--- src/rtl/dmsr_pkg.sv ---
package dmsr_pkg;

  typedef enum logic [1:0] {
    SZ_B1 = 2'd0,
    SZ_B2 = 2'd1,
    SZ_B3 = 2'd2,
    SZ_B4 = 2'd3
  } xfer_size_e;

  // Number of bytes moved for a size code.
  function automatic int size_bytes(input logic [1:0] sz);
    xfer_size_e e;
    e = xfer_size_e'(sz);
    case (e)
      SZ_B1:   return 1;
      SZ_B2:   return 2;
      SZ_B3:   return 3;
      default: return 4;
    endcase
  endfunction

endpackage

--- src/rtl/dmsr_decode.sv ---
module dmsr_decode #(
  parameter int AW      = 32,
  parameter int SEL_LSB = 25,
  parameter int NSPOKE  = 8,
  parameter int BEW     = 4
) (
  input  logic                       valid,
  input  logic [AW-1:0]              addr,
  input  logic [1:0]                 size,
  output logic [$clog2(NSPOKE)-1:0]  sel,
  output logic [NSPOKE-1:0]          req,
  output logic [BEW-1:0]             be
);
  import dmsr_pkg::*;

  localparam int SEL_W = $clog2(NSPOKE);
  localparam int OFF_W = $clog2(BEW);

  logic [OFF_W-1:0] off;
  logic             unused_bits;

  assign sel = addr[SEL_LSB +: SEL_W];
  assign off = addr[OFF_W-1:0];
  assign unused_bits = ^{addr[AW-1:SEL_LSB+SEL_W], addr[SEL_LSB-1:OFF_W]};

  always_comb begin
    for (int s = 0; s < NSPOKE; s++) begin
      req[s] = valid && (sel == SEL_W'(s));
    end
  end

  always_comb begin
    int nb;
    nb = size_bytes(size);
    for (int b = 0; b < BEW; b++) begin
      be[b] = (b >= int'(off)) && (b < int'(off) + nb);
    end
  end

endmodule

--- src/rtl/dmsr_arb.sv ---
module dmsr_arb #(
  parameter bit CPU_FIRST = 1'b1
) (
  input  logic req_c,
  input  logic req_d,
  output logic gnt_c,
  output logic gnt_d
);
  if (CPU_FIRST) begin : g_cpu_first
    assign gnt_c = req_c;
    assign gnt_d = req_d && !req_c;
  end else begin : g_dma_first
    assign gnt_d = req_d;
    assign gnt_c = req_c && !req_d;
  end
endmodule

--- src/rtl/dmsr_return.sv ---
module dmsr_return #(
  parameter int NSPOKE     = 8,
  parameter int DW         = 32,
  parameter int RSVD_SPOKE = 5
) (
  input  logic                      clk,
  input  logic                      rst,
  input  logic                      accept,
  input  logic                      write,
  input  logic [$clog2(NSPOKE)-1:0] sel,
  input  logic [DW/8-1:0]           be,
  input  logic [NSPOKE*DW-1:0]      spk_rdata,
  output logic                      rvalid,
  output logic [DW-1:0]             rdata
);
  localparam int SEL_W = $clog2(NSPOKE);
  localparam int BEW   = DW / 8;

  logic             rvalid_q;
  logic [SEL_W-1:0] sel_q;
  logic [BEW-1:0]   be_q;
  logic [DW-1:0]    word;
  logic [DW-1:0]    lane_mask;

  always_ff @(posedge clk) begin
    if (rst) begin
      rvalid_q <= 1'b0;
      sel_q    <= '0;
      be_q     <= '0;
    end else begin
      rvalid_q <= accept && !write;
      if (accept && !write) begin
        sel_q <= sel;
        be_q  <= be;
      end
    end
  end

  always_comb begin
    word = spk_rdata[int'(sel_q)*DW +: DW];
    if (sel_q == SEL_W'(RSVD_SPOKE)) word = '0;
    for (int b = 0; b < BEW; b++) begin
      lane_mask[b*8 +: 8] = {8{be_q[b]}};
    end
  end

  assign rvalid = rvalid_q;
  assign rdata  = rvalid_q ? (word & lane_mask) : '0;

endmodule

--- src/rtl/dual_master_spoke_router.sv ---
module dual_master_spoke_router #(
  parameter int AW         = 32,
  parameter int DW         = 32,
  parameter int NSPOKE     = 8,
  parameter int SEL_LSB    = 25,
  parameter int RSVD_SPOKE = 5,
  parameter bit CPU_FIRST  = 1'b1
) (
  input  logic                      clk,
  input  logic                      rst,
  input  logic                      cpu_valid,
  input  logic                      cpu_write,
  input  logic [AW-1:0]             cpu_addr,
  input  logic [1:0]                cpu_size,
  input  logic [DW-1:0]             cpu_wdata,
  output logic                      cpu_ready,
  output logic                      cpu_rvalid,
  output logic [DW-1:0]             cpu_rdata,
  input  logic                      dma_valid,
  input  logic                      dma_write,
  input  logic [AW-1:0]             dma_addr,
  input  logic [1:0]                dma_size,
  input  logic [DW-1:0]             dma_wdata,
  output logic                      dma_ready,
  output logic                      dma_rvalid,
  output logic [DW-1:0]             dma_rdata,
  output logic [NSPOKE-1:0]         spk_valid,
  output logic [NSPOKE-1:0]         spk_write,
  output logic [NSPOKE*SEL_LSB-1:0] spk_addr,
  output logic [NSPOKE*(DW/8)-1:0]  spk_be,
  output logic [NSPOKE*DW-1:0]      spk_wdata,
  input  logic [NSPOKE*DW-1:0]      spk_rdata
);
  localparam int SEL_W  = $clog2(NSPOKE);
  localparam int BEW    = DW / 8;
  localparam int SPK_AW = SEL_LSB;

  logic [SEL_W-1:0]  cpu_sel, dma_sel;
  logic [NSPOKE-1:0] cpu_req, dma_req;
  logic [NSPOKE-1:0] cpu_gnt, dma_gnt;
  logic [BEW-1:0]    cpu_be, dma_be;

  dmsr_decode #(.AW(AW), .SEL_LSB(SEL_LSB), .NSPOKE(NSPOKE), .BEW(BEW)) u_dec_cpu (
    .valid(cpu_valid), .addr(cpu_addr), .size(cpu_size),
    .sel(cpu_sel), .req(cpu_req), .be(cpu_be)
  );

  dmsr_decode #(.AW(AW), .SEL_LSB(SEL_LSB), .NSPOKE(NSPOKE), .BEW(BEW)) u_dec_dma (
    .valid(dma_valid), .addr(dma_addr), .size(dma_size),
    .sel(dma_sel), .req(dma_req), .be(dma_be)
  );

  for (genvar s = 0; s < NSPOKE; s++) begin : g_spoke
    dmsr_arb #(.CPU_FIRST(CPU_FIRST)) u_arb (
      .req_c(cpu_req[s]), .req_d(dma_req[s]),
      .gnt_c(cpu_gnt[s]), .gnt_d(dma_gnt[s])
    );

    if (s == RSVD_SPOKE) begin : g_rsvd
      assign spk_valid[s]                 = 1'b0;
      assign spk_write[s]                 = 1'b0;
      assign spk_addr[s*SPK_AW +: SPK_AW] = '0;
      assign spk_be[s*BEW +: BEW]         = '0;
      assign spk_wdata[s*DW +: DW]        = '0;
    end else begin : g_live
      assign spk_valid[s] = cpu_gnt[s] || dma_gnt[s];
      assign spk_write[s] = cpu_gnt[s] ? cpu_write : (dma_gnt[s] && dma_write);
      assign spk_addr[s*SPK_AW +: SPK_AW] =
        cpu_gnt[s] ? cpu_addr[SPK_AW-1:0] :
        dma_gnt[s] ? dma_addr[SPK_AW-1:0] : '0;
      assign spk_be[s*BEW +: BEW] =
        cpu_gnt[s] ? cpu_be : dma_gnt[s] ? dma_be : '0;
      assign spk_wdata[s*DW +: DW] =
        cpu_gnt[s] ? cpu_wdata : dma_gnt[s] ? dma_wdata : '0;
    end
  end

  assign cpu_ready = |cpu_gnt;
  assign dma_ready = |dma_gnt;

  dmsr_return #(.NSPOKE(NSPOKE), .DW(DW), .RSVD_SPOKE(RSVD_SPOKE)) u_ret_cpu (
    .clk(clk), .rst(rst), .accept(cpu_ready), .write(cpu_write),
    .sel(cpu_sel), .be(cpu_be), .spk_rdata(spk_rdata),
    .rvalid(cpu_rvalid), .rdata(cpu_rdata)
  );

  dmsr_return #(.NSPOKE(NSPOKE), .DW(DW), .RSVD_SPOKE(RSVD_SPOKE)) u_ret_dma (
    .clk(clk), .rst(rst), .accept(dma_ready), .write(dma_write),
    .sel(dma_sel), .be(dma_be), .spk_rdata(spk_rdata),
    .rvalid(dma_rvalid), .rdata(dma_rdata)
  );

endmodule

--- config.mk ---
export PLATFORM = sky130hd
export DESIGN_NAME = dual_master_spoke_router
export DESIGN_NICKNAME = d
export VERILOG_FILES = /design/src/rtl/dmsr_pkg.sv /design/src/rtl/dmsr_decode.sv /design/src/rtl/dmsr_arb.sv /design/src/rtl/dmsr_return.sv /design/src/rtl/dual_master_spoke_router.sv
export SDC_FILE = /design/constraint.sdc
export NUM_CORES = 1
export LEC_CHECK = 0
export BUFFER_PORTS_ARGS = -buffer_cell sky130_fd_sc_hd__clkbuf_2
export CAP_MARGIN = 15
export CORE_AREA = 4 4 370 372
export DETAILED_ROUTE_END_ITERATION = 6
export DIE_AREA = 0 0 374 376
export PLACE_DENSITY = 0.3
export SYNTH_ARGS = -nofsm -noshare
export SYNTH_HDL_FRONTEND = slang
export SYNTH_SLANG_ARGS = --single-unit
--- constraint.sdc ---
create_clock -name clk -period 7.58 [get_ports clk]
set_clock_uncertainty 0.1 [all_clocks]
set_input_delay 0.758 -clock clk [delete_from_list [all_inputs] [get_ports clk]]
set_output_delay 0.758 -clock clk [all_outputs]
set_load 0.005 [all_outputs]
==> run summary <==
Core Rows - 134
launch point of the worst path - cpu_valid
number of hold violations in the final report - 0
Clock H-tree levels - 1
maximum fanout count along the critical path - 33
met3 global-route usage - 2.340%
PD cells - 60.07 nW/µm²
synthesis-to-finish area growth - 60.69%
Clock Sink Count - 16
core area - 133300 µm²
start point of the worst hold path - u_ret_cpu.be_q[2]
number of nets with antenna violations after routing - 0
number of remaining DRC errors - 0
worst vdd rail ir drop - 74.24 µV
dominant combinational cell family by area after synthesis - compound AO/OA/AOI/OAI gates
drt pass-1 iters - 5
aggregate negative setup slack - 0 ns
Skew-Pair Late Insertion Delay - 0.24 ns
final weighted congestion in routability-driven placement - 0.8175
top cells by area in the synthesized netlist - a22o_1, mux4_2, mux2i_1, buf_4, o2bb2ai_1
highest attainable clock frequency - 0.2212 GHz
Final Hold Slack - 0.3558 ns
Max transition margin - 23.67%
number of synthesized flops with an enable pin - 0
share of cell area taken by muxes after synthesis - 27.72%
startpoint type of the worst setup path - input port
arrival time at the worst endpoint - 3.66 ns
share of the synthesized area in the top cell type - 35.13%
synthesized area - 9822 µm²
initial core utilization - 7.369%
Seq/Total Area, Yosys - 3.261%
setup repair bufs after CTS - 0
number of flip-flops and latches in the synthesized netlist - 16
kind of capture point of the worst setup path - output port
CP required - 6.72 ns
FILL cells - 15.65k
cells on worst reg2reg path - 3
total of buffers placed on input and output ports - 862
instance count of the mapped netlist - 1148
Horiz. Die Dim - 374 µm
fraction of final layout cells with drive strength greater than 1 - 52.54%
number of DRC markers in iteration 0 - 981
total track usage - 12.94%
post-synthesis simple-gate area fraction - 8.255%
share of synthesized cell area in full adder, half adder and majority cells - 1.682%
compound-gate portion of the synthesized area - 45.82%
global-route layer with the greatest usage - met2
Final setup violation count - 0
number of placed I/O pins - 966
Via-to-Cell Ratio - 3.894
Cell Area, Placed - 15690 µm²
GR Overflow Total - 0
Detail Placement HPWL - 81290 µm
synthesized area divided by synthesized cell count - 8.556 µm²
yosys synthesis warning count - 0
post-layout min period - 4.522 ns
final cycle utilization of the critical path - 59.65%
via count of the first global-routing pass - 14.20k
Worst Setup Path Type - in2out
start of the worst register-to-register path - u_ret_dma.sel_q[2]
Unique masters post-synth - 54
pin slew with the least headroom to its limit - 1.145 ns
setup repair after global routing missed its margin - no
total CTS buffers - 3
Worst-path clk slew - 0.05 ns
TritonCTS clock tree - done
chip height - 376 µm
max cap viols - 0
static leakage - 6.997 nW
wire length of the first global-routing pass - 129600 µm
aggregate routed wire length - 98390 µm
die area - 140600 µm²
outcome - complete, no violations
clock root cell - clkbuf_16
total via count in the routed design - 14.28k
largest net degree at the start of global routing - 58
area leader, netlist - a22o_1
average detailed-routed wire length per instance - 26.84 µm
initial antenna violation count - 27
number of buffers between clock root and the deepest sink - 2
post-route design area - 15780 µm²
slack of the critical path - 3.058 ns
quantity of gates resized following cts - 0
Post-Synth XOR/XNOR Area - 0.2675%
count of pins over their slew limit - 0
grt met1 use - 16.35%
share of the core filled with cells in the final layout - 11.84%
R2R Path End - u_ret_dma.sel_q[2]
met2 Resource Use GR - 23.26%
placement-stage worst setup slack - 2.978 ns
kind of path behind the tightest hold check - reg2reg
R2R setup slack - 5.98 ns
count of hold buffers inserted by post-cts repair - 0
CP endpoint - spk_addr[184]
Async S/R FF share, synth - 0%
Final Net Count - 2300
Synth Flop Type - dfxtp_1
-- power by group --
group	leakage [nW]	total, mW	switching, mW	internal, mW
Clock	0.0370	0.102	0.0328	0.0693
Sequential	0.134	0.104	0.0165	0.0880
Combinational	6.83	0.742	0.447	0.294
Total	7.00	0.948	0.496	0.452
-- area by class of cell --
class | instances | area [µm²] | area share (%)
flip-flops and latches | 16 | 337.8 | 2.140
inverters | 11 | 41.29 | 0.2616
repair buffers | 891 | 4532 | 28.71
multi-input cells | 971 | 8569 | 54.30
clock buffers | 3 | 75.07 | 0.4757
diodes | 6 | 15.01 | 0.09513
well taps | 1768 | 2212 | 14.02
-- cell usage after synthesis (3+ instances only) --
library cell / count
nand3_1: 12
buf_2: 75
or3_1: 3
o2bb2ai_1: 61
a22o_1: 394
a21oi_1: 5
a21oi_2: 4
dfxtp_1: 16
nor2_1: 86
nand2b_1: 7
clkbuf_1: 40
nor2b_1: 8
nor3_1: 3
mux2i_1: 128
mux4_2: 64
ha_1: 10
buf_1: 8
o21ai_0: 3
o21ai_2: 6
inv_1: 8
xor2_1: 3
buf_4: 87
o22ai_1: 35
o21ai_1: 7
nand2_1: 33
-- critical path, cell delays in order --
cell      delay, ns
clkbuf_2       0.33
nand2_1        0.38
nor2_4         0.06
buf_4          0.26
nor2_4         0.68
buf_4          0.60
a22o_1         0.24
clkbuf_2       0.15
-- worst min-delay path by stage --
| stage | endpoint | slack [ns] | cells past startpoint |
|---|---|---|---|
| CTS | u_ret_cpu.be_q[2] | 0.36 | 2 |
| detailed placement | u_ret_cpu.be_q[2] | 0.35 | 2 |
| global placement | u_ret_cpu.be_q[2] | 0.35 | 2 |
| floorplan | u_ret_cpu.be_q[2] | 0.34 | 2 |
| finish | u_ret_cpu.be_q[2] | 0.36 | 2 |
| global route | u_ret_dma.sel_q[1] | 0.38 | 2 |
-- per-stage QoR --
stage	cells	power [mW]
finish	3666	0.9481
global route	3661	1.012
CTS	3660	0.9603
detailed placement	3657	0.8539
global placement	3657	0.8567
floorplan	1210	0.4601
-- cell usage in the layout, fill, tap and decap left out, types with 12 or more instances in the layout --
cell	count
clkbuf_2	862
buf_4	29
nor2_1	79
a22o_1	394
conb_1	63
nand2_1	33
o2bb2ai_1	61
nand3_1	12
o22ai_1	35
mux4_2	64
mux2i_1	128
-- metal layers --
metal	vias to the layer above	share of wire, %
met5	-	0
met4	0	2.0
met3	100	6.5
met2	788	50
met1	7293	42
li1	6094	-
-- sequential cells by signal, indices dropped and copies added, names as in the netlist --
name              cells
u_ret_cpu.be_q        4
u_ret_cpu.rvalid      1
u_ret_cpu.sel_q       3
u_ret_dma.be_q        4
u_ret_dma.rvalid      1
u_ret_dma.sel_q       3
-- kinds of logic (layout without fill, tap and decap cells) --
group | Yosys count | in the layout
simple gates | 172 | 172
other cells | 1 | 69
buf+inv | 223 | 905
fa+ha+maj | 12 | 12
mux | 192 | 192
compound gates | 529 | 529
xor+xnor | 3 | 3
flops | 16 | 16
Note: power is estimated with default switching activity, not from simulation.
